`src/rtl/ddr_trk_pkg.sv`:
```
package ddr_trk_pkg;

    typedef enum logic [3:0] {
        OP_DESL  = 4'd0,
        OP_NOP   = 4'd1,
        OP_BST   = 4'd2,
        OP_READ  = 4'd3,
        OP_WRITE = 4'd4,
        OP_ACT   = 4'd5,
        OP_PRE   = 4'd6,
        OP_REF   = 4'd7,
        OP_MRS   = 4'd8
    } op_e;

    typedef struct packed {
        op_e  op;
        logic ap;      // auto-precharge form of read/write
        logic all_bk;  // command addresses every bank
    } cmd_t;

    typedef enum logic [3:0] {
        BK_IDLE    = 4'd0,
        BK_ACTV    = 4'd1,
        BK_OPEN    = 4'd2,
        BK_RD      = 4'd3,
        BK_RD_AP   = 4'd4,
        BK_WR      = 4'd5,
        BK_WR_AP   = 4'd6,
        BK_WR_REC  = 4'd7,
        BK_PRECH   = 4'd8,
        BK_REFR    = 4'd9
    } bank_st_e;

    function automatic int imax(input int a, input int b);
        return (a > b) ? a : b;
    endfunction

endpackage

```
`src/rtl/ddr_cmd_decode.sv`:
```
module ddr_cmd_decode
    import ddr_trk_pkg::*;
(
    input  logic cs_n,
    input  logic ras_n,
    input  logic cas_n,
    input  logic we_n,
    input  logic a10,
    output cmd_t cmd_o
);

    always_comb begin
        cmd_o = '{op: OP_DESL, ap: 1'b0, all_bk: 1'b0};
        if (!cs_n) begin
            case ({ras_n, cas_n, we_n})
                3'b111:  cmd_o.op = OP_NOP;
                3'b110:  cmd_o.op = OP_BST;
                3'b101:  cmd_o.op = OP_READ;
                3'b100:  cmd_o.op = OP_WRITE;
                3'b011:  cmd_o.op = OP_ACT;
                3'b010:  cmd_o.op = OP_PRE;
                3'b001:  cmd_o.op = OP_REF;
                default: cmd_o.op = OP_MRS;
            endcase
        end
        cmd_o.ap     = a10 && (cmd_o.op == OP_READ || cmd_o.op == OP_WRITE);
        cmd_o.all_bk = (a10 && cmd_o.op == OP_PRE) || cmd_o.op == OP_REF
                       || cmd_o.op == OP_MRS;
    end

endmodule

```
`src/rtl/ddr_bank_fsm.sv`:
```
module ddr_bank_fsm
    import ddr_trk_pkg::*;
#(
    parameter int T_RP      = 3,
    parameter int T_RC      = 10,
    parameter int T_RCD     = 3,
    parameter int T_WR      = 3,
    parameter int BURST_LEN = 4
) (
    input  logic     clk,
    input  logic     rst_n,
    input  cmd_t     cmd_i,
    input  logic     hit_i,
    input  logic     any_read_i,
    input  logic     commit_i,
    output logic     ok_o,
    output bank_st_e state_o
);

    localparam int BEATS = BURST_LEN / 2;
    localparam int MAX_T = imax(imax(T_RP, T_RC), imax(T_RCD, BEATS + T_WR));
    localparam int CNT_W = $clog2(MAX_T + 1);

    localparam logic [CNT_W-1:0] LD_RCD  = CNT_W'(T_RCD - 1);
    localparam logic [CNT_W-1:0] LD_RP   = CNT_W'(T_RP - 1);
    localparam logic [CNT_W-1:0] LD_RC   = CNT_W'(T_RC - 1);
    localparam logic [CNT_W-1:0] LD_WR   = CNT_W'(T_WR - 1);
    localparam logic [CNT_W-1:0] LD_BST  = CNT_W'(BEATS - 1);
    localparam logic [CNT_W-1:0] LD_WRAP = CNT_W'(BEATS + T_WR - 1);

    typedef struct packed {
        bank_st_e         st;
        logic [CNT_W-1:0] cnt;
    } bk_reg_t;

    bk_reg_t r_d, r_q;
    logic    timed;

    assign state_o = r_q.st;

    // legality of the current command for this bank
    always_comb begin
        case (cmd_i.op)
            OP_BST, OP_READ:
                ok_o = !hit_i || r_q.st == BK_OPEN || r_q.st == BK_RD;
            OP_WRITE:
                ok_o = !hit_i || ((r_q.st == BK_OPEN || r_q.st == BK_WR
                                   || r_q.st == BK_WR_REC) && !any_read_i);
            OP_ACT:
                ok_o = !hit_i || r_q.st == BK_IDLE;
            OP_PRE:
                ok_o = !hit_i || r_q.st == BK_IDLE || r_q.st == BK_PRECH
                       || r_q.st == BK_OPEN || r_q.st == BK_RD;
            OP_REF, OP_MRS:
                ok_o = r_q.st == BK_IDLE;
            default:
                ok_o = 1'b1;
        endcase
    end

    always_comb begin
        r_d   = r_q;
        timed = r_q.st != BK_IDLE && r_q.st != BK_OPEN;

        if (timed) begin
            if (r_q.cnt == '0) begin
                case (r_q.st)
                    BK_WR:              begin r_d.st = BK_WR_REC; r_d.cnt = LD_WR; end
                    BK_RD_AP, BK_WR_AP: begin r_d.st = BK_PRECH;  r_d.cnt = LD_RP; end
                    BK_PRECH, BK_REFR:  r_d.st = BK_IDLE;
                    default:            r_d.st = BK_OPEN;
                endcase
            end else begin
                r_d.cnt = r_q.cnt - 1'b1;
            end
        end

        if (commit_i && hit_i) begin
            case (cmd_i.op)
                OP_BST: begin
                    if (r_q.st == BK_RD) r_d.st = BK_OPEN;
                end
                OP_READ: begin
                    r_d.st  = cmd_i.ap ? BK_RD_AP : BK_RD;
                    r_d.cnt = LD_BST;
                end
                OP_WRITE: begin
                    r_d.st  = cmd_i.ap ? BK_WR_AP : BK_WR;
                    r_d.cnt = cmd_i.ap ? LD_WRAP : LD_BST;
                end
                OP_ACT: begin
                    r_d.st  = BK_ACTV;
                    r_d.cnt = LD_RCD;
                end
                OP_PRE: begin
                    if (r_q.st == BK_OPEN || r_q.st == BK_RD) begin
                        r_d.st  = BK_PRECH;
                        r_d.cnt = LD_RP;
                    end
                end
                OP_REF: begin
                    r_d.st  = BK_REFR;
                    r_d.cnt = LD_RC;
                end
                default: ;
            endcase
        end
    end

    always_ff @(posedge clk) begin
        if (!rst_n) begin
            r_q.st  <= BK_IDLE;
            r_q.cnt <= '0;
        end else begin
            r_q <= r_d;
        end
    end

endmodule

```
`src/rtl/ddr_illegal_report.sv`:
```
module ddr_illegal_report #(
    parameter int NUM_BANKS = 4,
    parameter int BANK_W    = 2
) (
    input  logic              clk,
    input  logic              rst_n,
    input  logic [NUM_BANKS-1:0] ok_i,
    output logic              illegal_o,
    output logic [BANK_W-1:0] bank_o
);

    typedef struct packed {
        logic              ill;
        logic [BANK_W-1:0] bk;
    } rep_t;

    rep_t rep_d, rep_q;

    always_comb begin
        rep_d.ill = !(&ok_i);
        rep_d.bk  = '0;
        for (int i = NUM_BANKS - 1; i >= 0; i--) begin
            if (!ok_i[i]) rep_d.bk = BANK_W'(i);
        end
    end

    always_ff @(posedge clk) begin
        if (!rst_n) rep_q <= '0;
        else        rep_q <= rep_d;
    end

    assign illegal_o = rep_q.ill;
    assign bank_o    = rep_q.bk;

endmodule

```
`src/rtl/ddr_bank_tracker.sv`:
```
module ddr_bank_tracker
    import ddr_trk_pkg::*;
#(
    parameter int BANK_W    = 2,
    parameter int T_RP      = 3,
    parameter int T_RC      = 10,
    parameter int T_RCD     = 3,
    parameter int T_WR      = 3,
    parameter int BURST_LEN = 4
) (
    input  logic                        clk,
    input  logic                        rst_n,
    input  logic                        cs_n,
    input  logic                        ras_n,
    input  logic                        cas_n,
    input  logic                        we_n,
    input  logic [BANK_W-1:0]           ba,
    input  logic                        a10,
    output logic                        illegal,
    output logic [BANK_W-1:0]           illegal_bank,
    output logic [(1<<BANK_W)*4-1:0]    bank_state
);

    localparam int NUM_BANKS = 1 << BANK_W;

    cmd_t                 cmd;
    logic [NUM_BANKS-1:0] ok_vec;
    logic [NUM_BANKS-1:0] rd_vec;
    logic                 any_read;
    logic                 commit;
    bank_st_e             st [NUM_BANKS];

    ddr_cmd_decode u_dec (
        .cs_n  (cs_n),
        .ras_n (ras_n),
        .cas_n (cas_n),
        .we_n  (we_n),
        .a10   (a10),
        .cmd_o (cmd)
    );

    assign any_read = |rd_vec;
    assign commit   = (&ok_vec) && cmd.op != OP_DESL && cmd.op != OP_NOP;

    for (genvar g = 0; g < NUM_BANKS; g++) begin : g_bank
        logic hit;
        assign hit       = cmd.all_bk || (ba == BANK_W'(g));
        assign rd_vec[g] = st[g] == BK_RD || st[g] == BK_RD_AP;
        assign bank_state[g*4 +: 4] = st[g];

        ddr_bank_fsm #(
            .T_RP      (T_RP),
            .T_RC      (T_RC),
            .T_RCD     (T_RCD),
            .T_WR      (T_WR),
            .BURST_LEN (BURST_LEN)
        ) u_fsm (
            .clk        (clk),
            .rst_n      (rst_n),
            .cmd_i      (cmd),
            .hit_i      (hit),
            .any_read_i (any_read),
            .commit_i   (commit),
            .ok_o       (ok_vec[g]),
            .state_o    (st[g])
        );
    end

    ddr_illegal_report #(
        .NUM_BANKS (NUM_BANKS),
        .BANK_W    (BANK_W)
    ) u_rep (
        .clk       (clk),
        .rst_n     (rst_n),
        .ok_i      (ok_vec),
        .illegal_o (illegal),
        .bank_o    (illegal_bank)
    );

endmodule

```
`config.mk`:
```
export PLATFORM = sky130hd
export DESIGN_NAME = ddr_bank_tracker
export DESIGN_NICKNAME = d
export VERILOG_FILES = /design/src/rtl/ddr_trk_pkg.sv /design/src/rtl/ddr_cmd_decode.sv /design/src/rtl/ddr_bank_fsm.sv /design/src/rtl/ddr_illegal_report.sv /design/src/rtl/ddr_bank_tracker.sv
export SDC_FILE = /design/constraint.sdc
export NUM_CORES = 1
export LEC_CHECK = 0
export BUFFER_PORTS_ARGS = -buffer_cell sky130_fd_sc_hd__buf_2
export CAP_MARGIN = 20
export CORE_UTILIZATION = 35
export DETAILED_ROUTE_END_ITERATION = 7
export HOLD_SLACK_MARGIN = 0.06
export SKIP_LAST_GASP = 1
export SLEW_MARGIN = 20
export SYNTH_ARGS = -nofsm -noshare
export SYNTH_HDL_FRONTEND = slang
export SYNTH_SLANG_ARGS = --single-unit
```
`constraint.sdc`:
```
create_clock -name clk -period 5.96 [get_ports clk]
set_input_delay 0.894 -clock clk [delete_from_list [all_inputs] [get_ports clk]]
set_output_delay 0.894 -clock clk [all_outputs]
set_load 0.1 [all_outputs]
```
# --- After elaboration in Yosys (flattened, before gate mapping) ---
# Cells that the tools add are included.
totals:
  input_bits: 9
  out_inout_bits: 19
  word_cells: 226
  ff_bits: 35
op_classes:
  reduce_logical: 105
  mux: 52
  add_sub_neg: 4
  eq_ne: 54
ops:
  columns: ["op", "count"]
  rows:
  - ["two-way mux 8 bit", 12]
  - ["one-hot mux 4 bit (6 select lines)", 4]
  - ["equality test 4 x 3 -> 1 bit (second input constant)", 20]
  - ["one-hot mux 4 bit (5 select lines)", 4]
  - ["two-way mux 4 bit", 17]
  - ["logical OR 1 bit", 51]
  - ["one-hot mux 4 bit (3 select lines)", 4]
  - ["equality test 4 x 2 -> 1 bit (second input constant)", 10]
  - ["equality test 4 bit (second input constant)", 9]
  - ["logical NOT 4 bit", 8]
  - ["one-hot mux 4 bit (7 select lines)", 1]
  - ["one-hot mux 1 bit (5 select lines)", 4]
  - ["nonzero test 4 bit", 5]
  - ["OR reduction 2 bit", 10]
  - ["logical AND 1 bit", 16]
  - ["!= test 4 x 2 -> 1 bit (second input constant)", 4]
  - ["subtractor 4 x 1 -> 4 bit (second input constant)", 4]
  - ["equality test 3 bit (second input constant)", 4]
  - ["OR reduction 3 bit", 4]
  - ["equality test 3 x 2 -> 1 bit (second input constant)", 2]
  - ["logical NOT 1 bit", 6]
  - ["two-way mux 2 bit", 3]
  - ["two-way mux 3 bit", 2]
  - ["equality test 2 bit (second input constant)", 2]
  - ["other kinds (9)", 9]

# --- Logic depth before layout (Yosys ltp) ---
# Gate-level depths: netlist of the first run.
logic_depth:
  depth_word: 19
  mapped_depth: 12
  mapped_depth_nobuf: 10

# --- Hierarchy ---
# Synthesis of the first run repeated with hierarchy kept, for this count alone.
unflattened:
  hier_cells: 484
  area_unflattened_um2: 3749.8
by_module_without_submodules:
  columns: ["mod", "seq_area_each_um2", "cells_each", "instances", "area_per_inst_um2"]
  rows:
  - ["ddr_bank_fsm (g_bank[0].u_fsm ...)", 160.2, 113, 2, 913.4]
  - ["ddr_bank_fsm (g_bank[1].u_fsm ...)", 160.2, 108, 2, 810.8]
  - ["ddr_bank_tracker", 0.0, 21, 1, 130.1]
  - ["ddr_illegal_report", 60.1, 10, 1, 101.3]
  - ["ddr_cmd_decode", 0.0, 11, 1, 70.1]

# --- Worst setup path before layout of the first run ---
# No wires, ideal clock.
synth_path:
  kind: "input to register"
  startpoint: "input cs_n"
  endpoint: "register g_bank[2].u_fsm.r_q[2] (netlist name)"
  n_path_buf: 2
  t_arrival_ns: 2.888
  stages: 10
  t_required_ns: 5.817
  path_slack_ns: 2.929
  setup_time_ns: 0.143
  cell_sequence: "buf_2 -> nor2_1 -> nand4_1 -> nor4_4 -> a2111o_1 -> and2_4 -> nand3_4 -> buf_12 -> o41ai_4 -> o32ai_1"
synth_between:
  elab_chain_len: 17
  elab_cells_between_ends: 64
  cone_classes: "eq/ne (8); mux (8); reduce/logical (48)"
synth_lines:
  columns: ["item", "line_no", "source"]
  rows:
  - ["start, declared", "ddr_bank_tracker.sv:13", "input logic cs_n,"]
  - ["two-way mux 4 bit (*)", "ddr_cmd_decode.sv:14", "if (!cs_n) begin"]
  - ["equality test 4 x 3 -> 1 bit", "ddr_cmd_decode.sv:27, ddr_bank_fsm.sv:43, ddr_bank_fsm.sv:79", null]
  - ["logical AND 1 bit", "ddr_cmd_decode.sv:27", "cmd_o.all_bk = (a10 && cmd_o.op == OP_PRE) || cmd_o.op == OP_REF"]
  - ["logical OR 1 bit", "ddr_cmd_decode.sv:27", null]
  - ["logical OR 1 bit", "ddr_cmd_decode.sv:28", "|| cmd_o.op == OP_MRS;"]
  - ["logical OR 1 bit", "ddr_bank_tracker.sv:47", "assign hit = cmd.all_bk || (ba == BANK_W'(g));"]
  - ["logical NOT 1 bit", null, null]
  - ["logical OR 1 bit", "ddr_bank_fsm.sv:50, ddr_bank_fsm.sv:52", null]
  - ["logical OR 1 bit", "ddr_bank_fsm.sv:52", "ok_o = !hit_i || r_q.st == BK_IDLE || r_q.st == BK_PRECH"]
  - ["logical OR 1 bit (2 in series)", "ddr_bank_fsm.sv:53", "|| r_q.st == BK_OPEN || r_q.st == BK_RD;"]
  - ["one-hot mux 1 bit (5 select lines)", "ddr_bank_fsm.sv:43", "case (cmd_i.op)"]
  - ["AND reduction 4 bit", "ddr_bank_tracker.sv:43", "assign commit = (&ok_vec) && cmd.op != OP_DESL && cmd.op != OP_NOP;"]
  - ["logical AND 1 bit (2 in series)", "ddr_bank_tracker.sv:43", null]
  - ["logical AND 1 bit", "ddr_bank_fsm.sv:78", "if (commit_i && hit_i) begin"]
  - ["two-way mux 8 bit (*)", "ddr_bank_fsm.sv:78", null]
  - ["end signal, assigned", "ddr_bank_fsm.sv:115", "r_q <= r_d;"]
  - ["end, declared", "ddr_bank_fsm.sv:36", "bk_reg_t r_d, r_q;"]
# Mark *: on every way between the ends. The rest lies on a longest branch, timed or not.
# A chain may end at the register's enable or synchronous reset.

# --- Worst setup path after layout of the first run ---
layout_path:
  startpoint: "input cas_n"
  endpoint: "register g_bank[0].u_fsm.state_o[3] (netlist name)"
layout_between:
  elab_chain_len: 19
  elab_cells_between_ends: 69
  cone_classes: "eq/ne (15); mux (8); reduce/logical (46)"
layout_lines:
  columns: ["item", "line_no", "source"]
  rows:
  - ["start, declared", "ddr_bank_tracker.sv:15", "input logic cas_n,"]
  - ["equality test 3 x 1 -> 1 bit (tied with other cells)", "ddr_cmd_decode.sv:15", "case ({ras_n, cas_n, we_n})"]
  - ["one-hot mux 4 bit (7 select lines) (*)", "ddr_cmd_decode.sv:15", null]
  - ["two-way mux 4 bit (*)", "ddr_cmd_decode.sv:14", null]
  - ["equality test 4 x 3 -> 1 bit", "ddr_cmd_decode.sv:27, ddr_bank_fsm.sv:43, ddr_bank_fsm.sv:79", null]
  - ["logical AND 1 bit", "ddr_cmd_decode.sv:27", null]
  - ["logical OR 1 bit", "ddr_cmd_decode.sv:27", null]
  - ["logical OR 1 bit", "ddr_cmd_decode.sv:28", null]
  - ["logical OR 1 bit", "ddr_bank_tracker.sv:47", null]
  - ["logical NOT 1 bit", null, null]
  - ["logical OR 1 bit", "ddr_bank_fsm.sv:50, ddr_bank_fsm.sv:52", null]
  - ["logical OR 1 bit", "ddr_bank_fsm.sv:52", null]
  - ["logical OR 1 bit (2 in series)", "ddr_bank_fsm.sv:53", null]
  - ["one-hot mux 1 bit (5 select lines)", "ddr_bank_fsm.sv:43", null]
  - ["AND reduction 4 bit", "ddr_bank_tracker.sv:43", null]
  - ["logical AND 1 bit (2 in series)", "ddr_bank_tracker.sv:43", null]
  - ["logical AND 1 bit", "ddr_bank_fsm.sv:78", null]
  - ["two-way mux 8 bit (*)", "ddr_bank_fsm.sv:78", null]
# Marks and branches as above.

==> results of run 1 <==
==> state kept, by name, indices dropped and copies added (netlist names) <==
register              flops
g_bank.u_fsm.r_q         16
u_rep.bank_o              2
g_bank.u_fsm.state_o     16
u_rep.illegal_o           1
==> power by group through the flow <==
stage	clock, mW	combinational [mW]	sequential (mW)
after floorplan	0	0.106	0.260
after global placement	0	0.133	0.249
after detailed placement	0	0.135	0.249
after CTS	0.201	0.136	0.244
after global routing	0.209	0.147	0.244
final	0.198	0.137	0.244
==> critical path: stages <==
cell	delay [ns]
buf_2	0.27
nor3b_2	0.57
nor2_1	0.19
nor3_1	0.22
or4_4	0.17
a21o_1	0.18
nand3_4	0.37
or3_1	0.48
o311a_1	0.28
==> through the flow <==
step,hold WS [ns],instances,power [mW]
global route,0.628,524,0.600
detailed placement,0.567,516,0.384
floorplan,0.522,427,0.366
finish,0.595,524,0.579
global placement,0.570,516,0.382
CTS,0.590,524,0.581
==> placed cells by master (no fill, tap or decap), types with 3 or more instances in the layout <==
cell type / n
and2_1: 3
o32ai_1: 8
o311a_1: 4
nor2_1: 46
o21ai_0: 27
nand2_1: 38
a211o_1: 4
a21oi_1: 43
o41ai_1: 3
o41ai_4: 4
o22ai_1: 18
mux2i_1: 4
nor2b_1: 3
nor4b_1: 4
ha_1: 8
a21o_1: 3
nor3b_1: 9
nand2b_1: 7
dfxtp_1: 35
xor2_1: 3
o22a_1: 3
a31oi_1: 3
nor3_1: 22
clkbuf_8: 7
or3_1: 5
nand3_1: 9
buf_2: 27
inv_1: 14
==> kinds of logic after synthesis <==
logic type	synth area share
simple gates	0.296
compound gates	0.334
buf+inv	0.102
flops	0.217
fa+ha+maj	0.0310
mux	0.0124
xor+xnor	0.00814
==> worst max-delay path by stage <==
stage                                       to  startpoint  cells after the start  slack (ns)
floorplan               g_bank[2].u_fsm.r_q[2]        cs_n                     10        2.93
global placement    g_bank[0].u_fsm.state_o[3]       cas_n                      9        2.26
detailed placement  g_bank[0].u_fsm.state_o[3]       cas_n                      9        2.23
CTS                 g_bank[3].u_fsm.state_o[3]       cas_n                      9        2.53
global route        g_bank[3].u_fsm.state_o[3]       cas_n                      9        2.38
finish              g_bank[0].u_fsm.state_o[3]       cas_n                      9        2.52
==> final cells by class <==
type,count,area [um2],share of cell area
flip-flops and latches,35,701,0.211
multi-input cells,332,2200,0.661
clock inverters,1,7.51,0.00226
well taps,108,135,0.0406
repair buffers,27,135,0.0406
inverters,14,52.6,0.0158
clock buffers,7,96.3,0.0290
==> per-layer routing <==
layer | routed length, um | up-vias
li1 | - | 1560
met1 | 4260 | 1507
met2 | 4250 | 119
met3 | 625 | 15
met4 | 197 | 0
met5 | 0 | -
==> reports/summary.txt, run 1 <==
status: finished, violations left
failing checks: design-rule violations
GRT met3 Usage: 0.0229
YS warnings: 0
Die Height: 98.1 um
Reg2Reg Launch Point: g_bank[2].u_fsm.state_o[2]
Routed Antenna Nets: 0
Post-Syn Nets: 444
launching element type of the critical path: input port
worst r2r path cells: 8
WL final: 9.33 mm
flop-to-flop setup slack: 2.65 ns
grt met1 use: 0.270
Num CTS Buffers: 5
Internal: 380 uW
design area: 3330 um2
Synth cell types: 68
Logic pwr share: 0.237
Syn-to-layout area delta: 2.98%
GP Congestion: 0.929
period utilisation layout: 0.577
Worst Hold Depth: 2
Mapped Area: 3230 um2
Setup WS pre-CTS: 2.23 ns
number of global-route vias before repair: 2850
GRT Total Usage: 0.190
Mapped Cells: 427
hold wc startpoint: g_bank[2].u_fsm.r_q[3]
clock buffer depth: 2
share of layout cells above drive strength 1: 0.147
initial antenna violation count: 0
fin util: 0.378
# DRC: 1
final hold violations: 0
Setup TNS: 0 ns
CTS sink count: 35
Rows: 34
clock share of power: 0.341
Max Cap Viol: 0
RR Endpoint: g_bank[0].u_fsm.state_o[3]
post-CTS resize count: 0
sequential area share after synthesis: 0.217
H-tree Lvls: 2
setup violators final: 0
TritonCTS clock tree: yes
worst endpoint data arrival time: 3.63 ns
Via density: 6.11
critical path class: in2reg
Synth top cells by count: nor2_1, a21oi_1, nand2_1
nets: 432
Max Slew Vio Count: 0
cts hold-fix bufs: 0
Final Skew: 0.00388 ns
IO Count: 28
Max Clock Freq: 0.291 GHz
die area: 9610 um2
setup ws final: 2.52 ns
most frequent cell after synthesis: nor2_1
switching part of the total: 0.343
leading area contributor after synthesis: dfxtp_1
pin slew with the least headroom to its limit: 1.05 ns
DR WL/cell: 17.8 um
Top FF cell, synth: dfxtp_1
Hold Path Sink: g_bank[2].u_fsm.r_q[3]
Fillers: 945
number of flops mapped to enable cells by yosys: 0
minimum clock period: 3.44 ns
largest net degree at the start of global routing: 33
Synth area leaders: dfxtp_1, a21oi_1, nor2_1
P_sw: 198 uW
Clk pin slew, worst setup/hold paths: 0.07 ns
mean post-synth cell area: 7.56 um2
post-CTS setup buffers: 0
core outline area: 8810 um2
synthesis-stage register bit count: 35
VDD IR-drop max: 0.0950 mV
static leakage: 1.18 nW
Async SR Flop Fraction: 0
Remaining Overflow, GRT: 0
sequential power share: 0.421
worst hold path class: reg2reg
PD cells: 174 nW/um2
CP Capture Type: register
post-synth top area share: 0.217
initial DRC count: 254
die width: 98.1 um
first-pass GRT wire length: 14.7 mm
input/output buffers: 27
Max-slew headroom: 0.296
Initial Util: 0.367
drt pass-1 iters: 7
required time worst endpoint: 6.15 ns
RSZ-0062 raised after global routing: no
global-route met2 utilization: 0.294
CTS Root Buffer Type: clkbuf_8
area post-placement: 3220 um2
worst skew pair latency: 0.29 ns
diode count: 0
HPWL Detailed: 6.62 mm
via count: 3201
GR peak layer: met2
largest fanout on the critical path: 32
(Power assumes the default switching activity.)
==> run 2, diff against run 1 <==
clock period = 2.79 ns   (was 5.96 ns; I/O delays follow)
==> reports/summary.txt, run 2 (synthesized netlist as in run 1, its figures left out) <==
register area: 706 um2 (+0.71%)
Max-slew headroom: 0.521 (+0.225)
Die Height: 98.1 um (unchanged)
Final Skew: 0.00551 ns (+0.00163 ns)
# DRC: 1 (unchanged)
setup violators final: 0 (unchanged)
PD cells: 332 nW/um2 (+91%)
via count: 3395 (+6.1%)
Remaining Overflow, GRT: 0 (unchanged)
Setup TNS: 0 ns (unchanged)
Rows: 34 (unchanged)
area of the multi-input gates: 2230 um2 (+1.3%)
die width: 98.1 um (unchanged)
Via density: 5.91 (-3.2%)
pin slew with the least headroom to its limit: 0.719 ns (-0.326 ns)
Routed Antenna Nets: 0 (unchanged)
IO Count: 28 (unchanged)
launching element type of the critical path: register
GP Congestion: 0.963 (+3.6%)
most common cell after layout, fill and taps aside: buf_4
Reg2Reg Launch Point: g_bank[2].u_fsm.state_o[0]
Placed Cells: 564 (+9.3%)
Max Slew Vio Count: 0 (unchanged)
RSZ-0062 raised after global routing: no
WL final: 9.53 mm (+2.1%)
largest net degree at the start of global routing: 18 (-45%)
core outline area: 8810 um2 (unchanged)
Max Cap Viol: 0 (unchanged)
Clk pin slew, worst setup/hold paths: 0.08 ns (about the same)
period utilisation layout: 0.949
design area: 3740 um2 (+12%)
worst r2r path cells: 10 (+2)
Worst path slowest cell: o41ai_4
minimum clock period: 2.65 ns
clock buffer depth: 2 (unchanged)
diode count: 0 (unchanged)
CP Cell Sequence: buf_4 -> or3_4 -> or3_4 -> a21oi_2 -> or4_4 -> a21o_1 -> nand3_4 -> buf_12 -> o41ai_4 -> o32ai_1
TritonCTS clock tree: yes
Hold Path Sink: g_bank[1].u_fsm.r_q[1]
crit path buf inv count: 2 (+1)
input/output buffers: 27 (unchanged)
DR WL/cell: 16.6 um (-6.8%)
Worst Hold Depth: 2 (unchanged)
Hold Slack: 0.564 ns (-0.0310 ns)
worst hold path class: in2reg
final hold violations: 0 (unchanged)
HPWL Detailed: 7.20 mm (+8.8%)
commonest non-fill, non-tap cells in the layout: buf_4, nor2_1, a21oi_1
cell family contributing the most delay on the critical path: simple AND/OR/NAND/NOR gates
critical path class: reg2reg
failing checks: design-rule violations
CP Capture Type: register
H-tree Lvls: 2 (unchanged)
initial antenna violation count: 0 (unchanged)
status: finished, violations left
Fillers: 872 (-7.7%)
required time worst endpoint: 2.93 ns (-3.22 ns)
area post-placement: 3610 um2 (+12%)
Final Non-Filler Cells: 574 (+9.5%)
GRT Total Usage: 0.200 (+0.00987)
share of layout cells above drive strength 1: 0.251 (+0.104)
nets: 482 (+12%)
Max Clock Freq: 0.378 GHz
worst skew pair latency: 0.28 ns (about the same)
number of global-route vias before repair: 3070 (+7.7%)
Syn-to-layout area delta: 15.8%
Num CTS Buffers: 5 (unchanged)
slowest cell delay on critical path: 0.40 ns (-0.17 ns)
total power draw: 1.24 mW (+110%)
static leakage: 1.42 nW (+21%)
Initial Util: 0.367 (unchanged)
VDD IR-drop max: 0.233 mV (+150%)
worst endpoint data arrival time: 2.79 ns (-0.84 ns)
largest fanout on the critical path: 8 (-75%)
CTS Root Buffer Type: clkbuf_8
CTS sink count: 35 (unchanged)
die area: 9610 um2 (unchanged)
RR Endpoint: g_bank[2].u_fsm.r_q[0]
hold wc startpoint: rst_n
most frequent cell on the critical path: or3_4
first-pass GRT wire length: 15.5 mm (+5.9%)
initial DRC count: 265 (+4.3%)
flop-to-flop setup slack: 0.14 ns (-2.51 ns)
drt pass-1 iters: 7 (unchanged)
## run 2: changes by cell type in the layout (fill, tap and decap cells not counted), sizes merged
cell and delta:
buf +50, clkbuf -1, clkinv +1
## run 2: power by group
part,total [mW],internal [mW],switching [mW]
Clock,0.363,0.175,0.188
Combinational,0.362,0.130,0.232
Sequential,0.516,0.509,0.00643
## run 2: timing repair
action / 4_1_cts / 5_1_grt
gates resized for setup: 1 / 8
pin swaps: 0 / 6
endpoints found under the setup margin: 1 / 23
cloned: 0 / 0
setup buffers: 0 / 2
hold buffers: 0 / 0
## run 2: how the worst max path moves through the flow
stage | startpoint | to | cells after the start
floorplan | cs_n | g_bank[2].u_fsm.r_q[2] | 10
global placement | ras_n | g_bank[0].u_fsm.r_q[1] | 10
detailed placement | ras_n | g_bank[0].u_fsm.r_q[1] | 10
CTS | g_bank[2].u_fsm.state_o[2] | g_bank[0].u_fsm.r_q[0] | 9
global route | g_bank[2].u_fsm.state_o[0] | g_bank[2].u_fsm.r_q[0] | 10
finish | g_bank[2].u_fsm.state_o[0] | g_bank[2].u_fsm.r_q[0] | 10
## run 2: area by class of cell
type	instances	area share
Sequential cell	35	0.189
Multi-Input combinational cell	332	0.595
Clock buffer	6	0.0194
Clock inverter	2	0.00335
Inverter	14	0.0141
Tap cell	108	0.0361
Timing Repair Buffer	77	0.143
## run 2: through the flow
step	util	setup WS, ns
2_1_floorplan	-	0.234
3_3_place_gp	0.410	-0.0436
3_5_place_dp	0.410	-0.0339
4_1_cts	0.419	0.0843
5_1_grt	0.425	0.00289
6_report	0.425	0.143
## run 2: metal layers
| metal | up-vias | GRT usage | wire (um) |
|---|---|---|---|
| met5 | - | 0 | 0 |
| met4 | 0 | 0.0455 | 127 |
| met3 | 10 | 0.0286 | 601 |
| met2 | 131 | 0.324 | 4320 |
| met1 | 1603 | 0.279 | 4480 |
| li1 | 1651 | - | - |
## run 2: worst reg2reg max path, delay by kind of cell (launching register included)
family | cells | cell delay (ns)
AOI/OAI and AO/OA | 4 | 0.86
buffers and inverters | 2 | 0.33
DFF | 1 | 0.33
and+or+nand+nor | 4 | 1.01
==> run 3, diff against run 2 <==
MAX_ROUTING_LAYER = met4   (was not set)
==> reports/summary.txt, run 3 (synthesized netlist as in run 1, its figures left out) <==
H-tree Lvls: 2 (unchanged)
required time worst endpoint: 2.93 ns (about the same)
Rows: 34 (unchanged)
largest net degree at the start of global routing: 18 (unchanged)
Internal: 813 uW (about the same)
Setup TNS: 0 ns (unchanged)
die area: 9610 um2 (unchanged)
number of global-route vias before repair: 3063 (-0.23%)
Max Cap Viol: 0 (unchanged)
Initial Util: 0.367 (unchanged)
CTS sink count: 35 (unchanged)
most common cell after layout, fill and taps aside: buf_4
Hold Path Sink: g_bank[1].u_fsm.r_q[1]
cell family contributing the most delay on the critical path: simple AND/OR/NAND/NOR gates
# DRC: 1 (unchanged)
nets: 482 (unchanged)
WL final: 9.50 mm (-0.33%)
initial DRC count: 228 (-14%)
launching element type of the critical path: register
Fillers: 872 (unchanged)
design area: 3740 um2 (unchanged)
largest fanout on the critical path: 8 (unchanged)
CP Capture Type: register
clock share of power: 0.292 (about the same)
fin util: 0.425 (unchanged)
Final Skew: 0.00451 ns (-0.00101 ns)
Max-slew headroom: 0.506 (-0.0151)
failing checks: design-rule violations
Via density: 5.87 (-0.68%)
PD cells: 332 nW/um2 (about the same)
GP Congestion: 0.980 (+1.8%)
Hold Slack: 0.565 ns (+0.00174 ns)
Reg2Reg Launch Point: g_bank[2].u_fsm.state_o[0]
most frequent cell on the critical path: or3_4
status: finished, violations left
Max Slew Vio Count: 0 (unchanged)
Worst path slowest cell: o41ai_4
CTS Root Buffer Type: clkbuf_8
area post-placement: 3610 um2 (unchanged)
Max Clock Freq: 0.377 GHz (-0.18%)
Syn-to-layout area delta: 15.8% (unchanged)
Final Non-Filler Cells: 574 (unchanged)
sequential power share: 0.416 (about the same)
Remaining Overflow, GRT: 0 (unchanged)
switching part of the total: 0.344 (about the same)
TritonCTS clock tree: yes
slowest cell delay on critical path: 0.40 ns (about the same)
share of layout cells above drive strength 1: 0.251 (unchanged)
CP Cell Sequence: buf_4 -> or3_4 -> or3_4 -> a21oi_2 -> or4_4 -> a21o_1 -> nand3_4 -> buf_12 -> o41ai_4 -> o32ai_1
commonest non-fill, non-tap cells in the layout: buf_4, nor2_1, a21oi_1
HPWL Detailed: 7.20 mm (unchanged)
drt pass-1 iters: 7 (unchanged)
final hold violations: 0 (unchanged)
Setup WS pre-CTS: -0.0339 ns (unchanged)
flop-to-flop setup slack: 0.14 ns (about the same)
die width: 98.1 um (unchanged)
worst skew pair latency: 0.28 ns (about the same)
hold wc startpoint: rst_n
Worst Hold Depth: 2 (unchanged)
VDD IR-drop max: 0.233 mV (about the same)
Logic pwr share: 0.292 (about the same)
via count: 3372 (-0.68%)
DR WL/cell: 16.5 um (-0.33%)
area of the multi-input gates: 2230 um2 (unchanged)
Die Height: 98.1 um (unchanged)
initial antenna violation count: 0 (unchanged)
register area: 706 um2 (unchanged)
minimum clock period: 2.65 ns (+0.00481 ns)
RSZ-0062 raised after global routing: no
worst endpoint data arrival time: 2.79 ns (about the same)
Routed Antenna Nets: 0 (unchanged)
diode count: 0 (unchanged)
core outline area: 8810 um2 (unchanged)
pin slew with the least headroom to its limit: 0.742 ns (+0.0226 ns)
Clk pin slew, worst setup/hold paths: 0.08 ns (about the same)
period utilisation layout: 0.950 (+0.00172)
setup violators final: 0 (unchanged)
total power draw: 1.24 mW (about the same)
cts hold-fix bufs: 0 (unchanged)
RR Endpoint: g_bank[2].u_fsm.r_q[0]
crit path buf inv count: 2 (unchanged)
static leakage: 1.42 nW (unchanged)
IO Count: 28 (unchanged)
worst hold path class: in2reg
P_sw: 426 uW (-0.13%)
clock buffer depth: 2 (unchanged)
worst r2r path cells: 10 (unchanged)
Placed Cells: 564 (unchanged)
critical path class: reg2reg
input/output buffers: 27 (unchanged)
first-pass GRT wire length: 15.5 mm (about the same)
GRT Total Usage: 0.206 (+0.00626)
Num CTS Buffers: 5 (unchanged)
setup ws final: 0.139 ns (-0.00481 ns)
[run 3: cell counts in the layout (fill, tap and decap cells not counted)]
No cell type changed its count.
[run 3: worst register-to-register path: cells and delay by family, from the launching register on]
family                 cells  cell delay (ns)
AND/OR/NAND/NOR            4             1.01
buffers and inverters      2             0.33
flip-flops                 1             0.33
AO/OA/AOI/OAI              4             0.86
[run 3: worst max-delay path by stage]
| stage | from | to | slack, ns | cells past startpoint |
|---|---|---|---|---|
| final | g_bank[2].u_fsm.state_o[0] | g_bank[2].u_fsm.r_q[0] | 0.14 | 10 |
| after global routing | g_bank[2].u_fsm.state_o[0] | g_bank[2].u_fsm.r_q[0] | 0.003 | 10 |
| after CTS | g_bank[2].u_fsm.state_o[2] | g_bank[0].u_fsm.r_q[0] | 0.08 | 9 |
| after detailed placement | ras_n | g_bank[0].u_fsm.r_q[1] | -0.03 | 10 |
| after global placement | ras_n | g_bank[0].u_fsm.r_q[1] | -0.04 | 10 |
| after floorplan | cs_n | g_bank[2].u_fsm.r_q[2] | 0.23 | 10 |
[run 3: what timing repair did]
| item | CTS | global route |
|---|---|---|
| setup endpoints to repair | 1 | 23 |
| buffers inserted | 0 | 2 |
| gates resized for setup | 1 | 8 |
| pin swaps | 0 | 6 |
[run 3: power by group through the flow]
| stage | logic (mW) | clock network, mW | registers (mW) |
|---|---|---|---|
| 2_1_floorplan | 0.225 | 0 | 0.556 |
| 3_3_place_gp | 0.341 | 0 | 0.527 |
| 3_5_place_dp | 0.344 | 0 | 0.527 |
| 4_1_cts | 0.346 | 0.370 | 0.515 |
| 5_1_grt | 0.387 | 0.390 | 0.517 |
| 6_report | 0.362 | 0.363 | 0.516 |
[run 3: area by class of cell]
type,instances,share of cell area
clock buffer,6,0.0194
clock inverter,2,0.00335
inverter,14,0.0141
multi-input combinational,332,0.595
sequential,35,0.189
tap,108,0.0361
timing repair buffer,77,0.143
[run 3: metal layers]
metal | track usage | vias to the layer above | share of wire
met4 | 0.0408 | 0 | 0.0068
met3 | 0.0286 | 8 | 0.062
met2 | 0.326 | 111 | 0.46
met1 | 0.281 | 1600 | 0.47
met5 | - | - | 0
li1 | - | 1653 | -
